==> config.mk <==
export PLATFORM = sky130hd
export DESIGN_NAME = coin_vend_ctrl
export DESIGN_NICKNAME = d
export VERILOG_FILES = /design/src/rtl/coin_vend_pkg.sv /design/src/rtl/cv_ripple_add.sv /design/src/rtl/cv_less_than.sv /design/src/rtl/cv_tally_dp.sv /design/src/rtl/cv_ctrl_fsm.sv /design/src/rtl/coin_vend_ctrl.sv
export SDC_FILE = /design/constraint.sdc
export NUM_CORES = 1
export LEC_CHECK = 0
export ABC_AREA = 1
export CAP_MARGIN = 0
export CORE_MARGIN = 2
export CORE_UTILIZATION = 53
export CTS_CLUSTER_SIZE = 30
export DETAILED_ROUTE_END_ITERATION = 6
export DONT_BUFFER_PORTS = 1
export HOLD_SLACK_MARGIN = 0.12
export PLACE_DENSITY = 0.71
export SLEW_MARGIN = 20
export SYNTH_ARGS = -nofsm -noshare
export SYNTH_HDL_FRONTEND = slang
export SYNTH_SLANG_ARGS = --single-unit
==> constraint.sdc <==
create_clock -name clk -period 3.37 [get_ports clk]
set_clock_uncertainty 0.05 [all_clocks]
set_input_delay 0.337 -clock clk [delete_from_list [all_inputs] [get_ports clk]]
set_output_delay 0.337 -clock clk [all_outputs]
set_load 0.005 [all_outputs]
==> src/rtl/coin_vend_pkg.sv <==
// Shared definitions for the coin vending controller.
// Assumes one data width serves coin values, price and running total.
package coin_vend_pkg;

    parameter int unsigned CV_DATA_W = 8;

    // Controller phases: start (clear), idle (wait), accumulate (add), vend.
    typedef enum logic [1:0] {
        PH_START = 2'd0,
        PH_IDLE  = 2'd1,
        PH_ACCUM = 2'd2,
        PH_VEND  = 2'd3
    } cv_phase_t;

endpackage

==> src/rtl/cv_ripple_add.sv <==
// Ripple-carry adder of parameterised width, result taken modulo 2**W.
// Assumes no carry in; the carry out is discarded on purpose (wrapping sum).
module cv_ripple_add #(
    parameter int unsigned W = 8
) (
    input  logic [W-1:0] op_a,
    input  logic [W-1:0] op_b,
    output logic [W-1:0] sum
);

    logic [W-1:0] carry;

    assign carry[0] = 1'b0;

    // One full-adder cell per bit; the last cell produces no carry.
    for (genvar i = 0; i < W; i++) begin : g_bit
        assign sum[i] = op_a[i] ^ op_b[i] ^ carry[i];
        if (i < W - 1) begin : g_carry
            assign carry[i+1] = (op_a[i] & op_b[i]) | (carry[i] & (op_a[i] ^ op_b[i]));
        end
    end

endmodule

==> src/rtl/cv_less_than.sv <==
// Unsigned less-than comparator built as a borrow chain of a - b.
// Assumes both operands are unsigned; lt is the final borrow.
module cv_less_than #(
    parameter int unsigned W = 8
) (
    input  logic [W-1:0] op_a,
    input  logic [W-1:0] op_b,
    output logic         lt
);

    logic [W:0] borrow;

    assign borrow[0] = 1'b0;

    // Borrow ripples from LSB to MSB.
    for (genvar i = 0; i < W; i++) begin : g_bit
        assign borrow[i+1] = (~op_a[i] & op_b[i]) | (~(op_a[i] ^ op_b[i]) & borrow[i]);
    end

    assign lt = borrow[W];

endmodule

==> src/rtl/cv_tally_dp.sv <==
// Datapath: running-total register, adder and comparator against the price.
// Assumes the clear control wins over the load control when both are high.
module cv_tally_dp #(
    parameter int unsigned W = 8
) (
    input  logic         clk,
    input  logic         rst_n,
    input  logic         tot_clr,
    input  logic         tot_ld,
    input  logic [W-1:0] coin_value,
    input  logic [W-1:0] price,
    output logic         tot_lt_price,
    output logic [W-1:0] total
);

    logic [W-1:0] next_sum;

    cv_ripple_add #(.W(W)) u_add (
        .op_a (total),
        .op_b (coin_value),
        .sum  (next_sum)
    );

    cv_less_than #(.W(W)) u_cmp (
        .op_a (total),
        .op_b (price),
        .lt   (tot_lt_price)
    );

    // Running-total register: clear, load the sum, or hold.
    always_ff @(posedge clk) begin
        if (!rst_n || tot_clr) begin
            total <= '0;
        end else if (tot_ld) begin
            total <= next_sum;
        end
    end

    AST_CLEAR_ZEROES: assert property (@(posedge clk) disable iff (!rst_n)
        tot_clr |=> (total == '0));

    AST_TOTAL_HOLDS: assert property (@(posedge clk) disable iff (!rst_n)
        (!tot_clr && !tot_ld) |=> $stable(total));

endmodule

==> src/rtl/cv_ctrl_fsm.sv <==
// Controller: four-phase machine sequencing clear, wait, add and vend.
// Assumes one strobe cycle per coin; the dispense pulse is registered.
module cv_ctrl_fsm
    import coin_vend_pkg::*;
(
    input  logic clk,
    input  logic rst_n,
    input  logic coin_strobe,
    input  logic tot_lt_price,
    output logic tot_clr,
    output logic tot_ld,
    output logic dispense
);

    cv_phase_t phase, phase_nxt;

    // Next-phase selection; a coin in idle beats the vend decision.
    always_comb begin
        phase_nxt = phase;
        case (phase)
            PH_START: phase_nxt = PH_IDLE;
            PH_IDLE: begin
                if (coin_strobe)       phase_nxt = PH_ACCUM;
                else if (!tot_lt_price) phase_nxt = PH_VEND;
                else                   phase_nxt = PH_IDLE;
            end
            PH_ACCUM: phase_nxt = PH_IDLE;
            PH_VEND:  phase_nxt = PH_START;
            default:  phase_nxt = PH_START;
        endcase
    end

    // Phase register with synchronous reset to start.
    always_ff @(posedge clk) begin
        if (!rst_n) phase <= PH_START;
        else        phase <= phase_nxt;
    end

    // Registered dispense pulse, high during each vend phase.
    always_ff @(posedge clk) begin
        if (!rst_n) dispense <= 1'b0;
        else        dispense <= (phase_nxt == PH_VEND);
    end

    // Datapath controls decoded from the current phase.
    assign tot_clr = (phase == PH_START);
    assign tot_ld  = (phase == PH_ACCUM);

    AST_RESET_QUIET: assert property (@(posedge clk)
        !rst_n |=> (!dispense && phase == PH_START));

    AST_COIN_FIRST: assert property (@(posedge clk) disable iff (!rst_n)
        (phase == PH_IDLE && coin_strobe) |=> (phase == PH_ACCUM));

    AST_NO_EARLY_VEND: assert property (@(posedge clk) disable iff (!rst_n)
        (phase == PH_IDLE && tot_lt_price) |=> !dispense);

    AST_ACCUM_ONCE: assert property (@(posedge clk) disable iff (!rst_n)
        (phase == PH_ACCUM) |=> (phase == PH_IDLE));

    AST_PULSE_SINGLE: assert property (@(posedge clk) disable iff (!rst_n)
        dispense |=> !dispense);

    AST_VEND_RESTARTS: assert property (@(posedge clk) disable iff (!rst_n)
        dispense |=> tot_clr);

endmodule

==> src/rtl/coin_vend_ctrl.sv <==
// Top: coin vending controller joining the tally datapath and controller.
// Assumes coin_value is valid in the cycle after its strobe.
module coin_vend_ctrl
    import coin_vend_pkg::*;
#(
    parameter int unsigned DATA_W = CV_DATA_W
) (
    input  logic              clk,
    input  logic              rst_n,
    input  logic              coin_strobe,
    input  logic [DATA_W-1:0] coin_value,
    input  logic [DATA_W-1:0] price,
    output logic              dispense
);

    logic              tot_clr;
    logic              tot_ld;
    logic              tot_lt_price;
    logic [DATA_W-1:0] total;

    cv_tally_dp #(.W(DATA_W)) u_dp (
        .clk          (clk),
        .rst_n        (rst_n),
        .tot_clr      (tot_clr),
        .tot_ld       (tot_ld),
        .coin_value   (coin_value),
        .price        (price),
        .tot_lt_price (tot_lt_price),
        .total        (total)
    );

    cv_ctrl_fsm u_fsm (
        .clk          (clk),
        .rst_n        (rst_n),
        .coin_strobe  (coin_strobe),
        .tot_lt_price (tot_lt_price),
        .tot_clr      (tot_clr),
        .tot_ld       (tot_ld),
        .dispense     (dispense)
    );

    AST_VEND_NEEDS_PRICE: assert property (@(posedge clk) disable iff (!rst_n)
        $rose(dispense) |-> !$past(tot_lt_price));

    AST_LOAD_ADDS: assert property (@(posedge clk) disable iff (!rst_n)
        tot_ld |=> (total == DATA_W'($past(total) + $past(coin_value))));

endmodule

==> flow_metrics.py <==
metrics = {
    "run_status": {
        "status": "complete, no violations",
    },
    "layout": {
        "utilization_pct": 60.4,
        "fin_nets": 128,
        "syn2layout_area_growth_pct": 6.62,
        "multi_input_area_um2": 430,
        "drive_above_1_share_pct": 8.51,
        "design_area_um2": 786,
        "antenna_cells": 0,
        "nFillCells": 124,
        "ff_latch_area_um2": 220,
    },
    "die": {
        "core-area_um2": 1300,
        "fp.dieW_um": 41.3,
        "dieArea_um2": 1700,
        "num_rows": 13,
        "initial_core_util_pct": 56.6,
        "pin_count": 20,
        "die_h_um": 41.3,
    },
    "global_route": {
        "antenna_found_initial": 0,
        "overflow": 0,
        "track_usage_pct": 17.0,
        "grt_max_degree": 10,
        "grt_pass1_vias": 483,
        "grt_pass1_wl_mm": 1.88,
    },
    "setup_path": {
        "cp_cell_sequence": "ha_1 > inv_1 > fa_1 > inv_1 > fa_1 > fa_1 > fa_1 > fa_2 > fa_2 > o21ai_2 > a21o_1 > a21oi_1 > o21a_1",
        "endpoint": "u_dp.total[7]$_SDFFE_PP0N_",
        "regToRegEndpoint": "u_dp.total[7]$_SDFFE_PP0N_",
        "cp-end-kind": "flop",
        "crit_type": "flop to flop",
        "critPathMaxFanout": 2,
        "cpMaxStageDelayCell": "fa_1",
        "startpoint_type": "flop",
        "crit_top_cell": "fa_1",
        "cpPeakStageDelay_ps": 390,
        "crit_start": "u_dp.total[0]$_SDFFE_PP0N_",
        "ff2ff_setup_slack_ps": 200,
        "worst_r2r_startpoint": "u_dp.total[0]$_SDFFE_PP0N_",
        "required_ps": 3480,
        "reg2reg_depth": 13,
        "crit_arrival_ps": 3270,
    },
    "yosys": {
        "syn_area_um2": 737,
        "syn-num-nets": 124,
        "yosysMostFrequentCell": "inv_1",
        "synth_top_area_share_pct": 29.9,
        "synthFlopType": "dfxtp_1",
        "synth.distinct_cells": 15,
        "synth_edf_count": 0,
        "yosys-top-cells-count": "inv_1, nand2_1, dfxtp_1, nor2_1, ha_1",
        "synth-seq-cells": 11,
        "ys_top_cells_by_area": "dfxtp_1, fa_1, ha_1",
        "synth.yosys.seq_area_share_pct": 29.9,
        "synth_top_area_cell": "dfxtp_1",
        "async_flop_share_pct": 0,
        "ys_warn_count": 0,
        "syn-instance-count": 91,
        "synth.avg_cell_area_um2": 8.10,
    },
    "placed_design": {
        "place_area_um2": 751,
        "io_buffers": 0,
        "place_congestion": 0.668,
        "pre_cts_slack_ps": -22.4,
        "dp_hpwl_um": 952,
    },
    "cts": {
        "clock_latency_ps": 260,
        "cts_tree": "done",
        "htreeDepth": 1,
        "clockBufferDepth": 2,
        "cts_num_sinks": 11,
        "cts.hold.buffers_added": 0,
        "cts_root_buffer": "clkbuf_4",
        "post_cts_buffers": 0,
        "clkSlewWorstSetupHoldPaths_ps": 70,
        "cts_made_buffers": 3,
        "cts_resized": 0,
    },
    "drt": {
        "wl_per_cell_um": 10.1,
        "drc_errors": 0,
        "wl_mm": 1.10,
        "viasPerCell": 4.83,
        "dr.pass1.iters": 4,
        "vias": 527,
        "antenna_left": 0,
        "drt_iter0_drc": 6,
    },
    "timing": {
        "drv_slew": 0,
        "relSlewSlack_pct": 59.5,
        "period_needed_ps": 3170,
        "fin_ws_ps": 204,
        "rsz0062_at_grt": "no",
        "hold_ws_ps": 164,
        "final_hold_viol_count": 0,
        "worst_pin_slew_ps": 604,
        "fin_crit_sh_pct": 93.9,
        "fmax_mhz": 316,
        "setup_viol": 0,
        "fin_tns_setup_ps": 0,
    },
    "power": {
        "p_leak_nw": 0.378,
        "powerDensity_nw_per_um2": 365,
        "vdd_drop_max_uv": 215,
    },
    "min_path": {
        "hold_path_class": "input port to flop",
    },
    "flow_run": {
        "drv_cap": 0,
    },
}
[layout make-up]
cell class	instances	area share, %
Clock buffer	4	3.34
Sequential cell	11	28.0
Multi-Input combinational cell	55	54.8
Tap cell	15	2.39
Inverter	24	11.5
[metrics by stage]
step | power (mW) | std cells
after floorplan | 0.192 | 91
after global placement | 0.201 | 105
after detailed placement | 0.203 | 105
after CTS | 0.289 | 109
after global routing | 0.306 | 109
final | 0.287 | 109
[kinds of logic after synthesis]
kind of cell               count (synthesis)  synth area share, %
DFF                                       11                 29.9
buffers and inverters                     25                 12.9
AOI/OAI and AO/OA                         13                 11.9
adders and majority gates                 14                 29.9
and+or+nand+nor                           28                 15.5
[cell usage in the layout (no fill, tap or decap)]
master / instances
fa_2: 2
a21oi_1: 2
clkbuf_1: 1
fa_1: 4
o21ai_2: 1
a211oi_1: 7
nand2_1: 15
nor2_1: 11
clkbuf_4: 3
nor2_2: 1
dfxtp_1: 11
nand3_2: 1
ha_1: 8
o21ai_1: 1
inv_1: 24
a21o_1: 1
o21a_1: 1
[power breakdown]
group / switching [mW] / internal (mW)
sequential: 0.00738 / 0.138
combinational: 0.0308 / 0.0242
clock: 0.0404 / 0.0456
[critical path, delay by kind of cell (launching register included)]
family / cells / cell delay [ps]
compound gates: 4 / 420
flops: 1 / 310
fa+ha+maj: 7 / 2180
buf+inv: 2 / 110
[per-layer routing]
metal  global-route usage [%]  part of all wire (%)  vias to the layer above
li1                         -                     -                      283
met1                     22.2                    48                      227
met2                     27.0                    44                       15
met3                     3.72                   6.3                        2
met4                     7.26                   1.5                        0
met5                        0                     0                        -
[worst min path at each step]
stage | startpoint | end | slack (ps) | depth (start not counted)
after detailed placement | rst_n | u_fsm.phase[1]$_SDFF_PN0_ | 430 | 2
after global placement | u_dp.total[1]$_SDFFE_PP0N_ | u_dp.total[1]$_SDFFE_PP0N_ | 430 | 2
after CTS | rst_n | u_fsm.phase[1]$_SDFF_PN0_ | 160 | 2
final | rst_n | u_fsm.phase[1]$_SDFF_PN0_ | 160 | 2
after floorplan | u_dp.total[0]$_SDFFE_PP0N_ | u_dp.total[0]$_SDFFE_PP0N_ | 420 | 2
after global routing | rst_n | u_fsm.phase[1]$_SDFF_PN0_ | 180 | 2
[flip-flops by register name, summed over array words and instances, names as in the netlist]
signal / flops
u_fsm.dispense: 1
u_fsm.phase: 2
u_dp.total: 8
No activity file was read; power rests on OpenSTA's default activity.
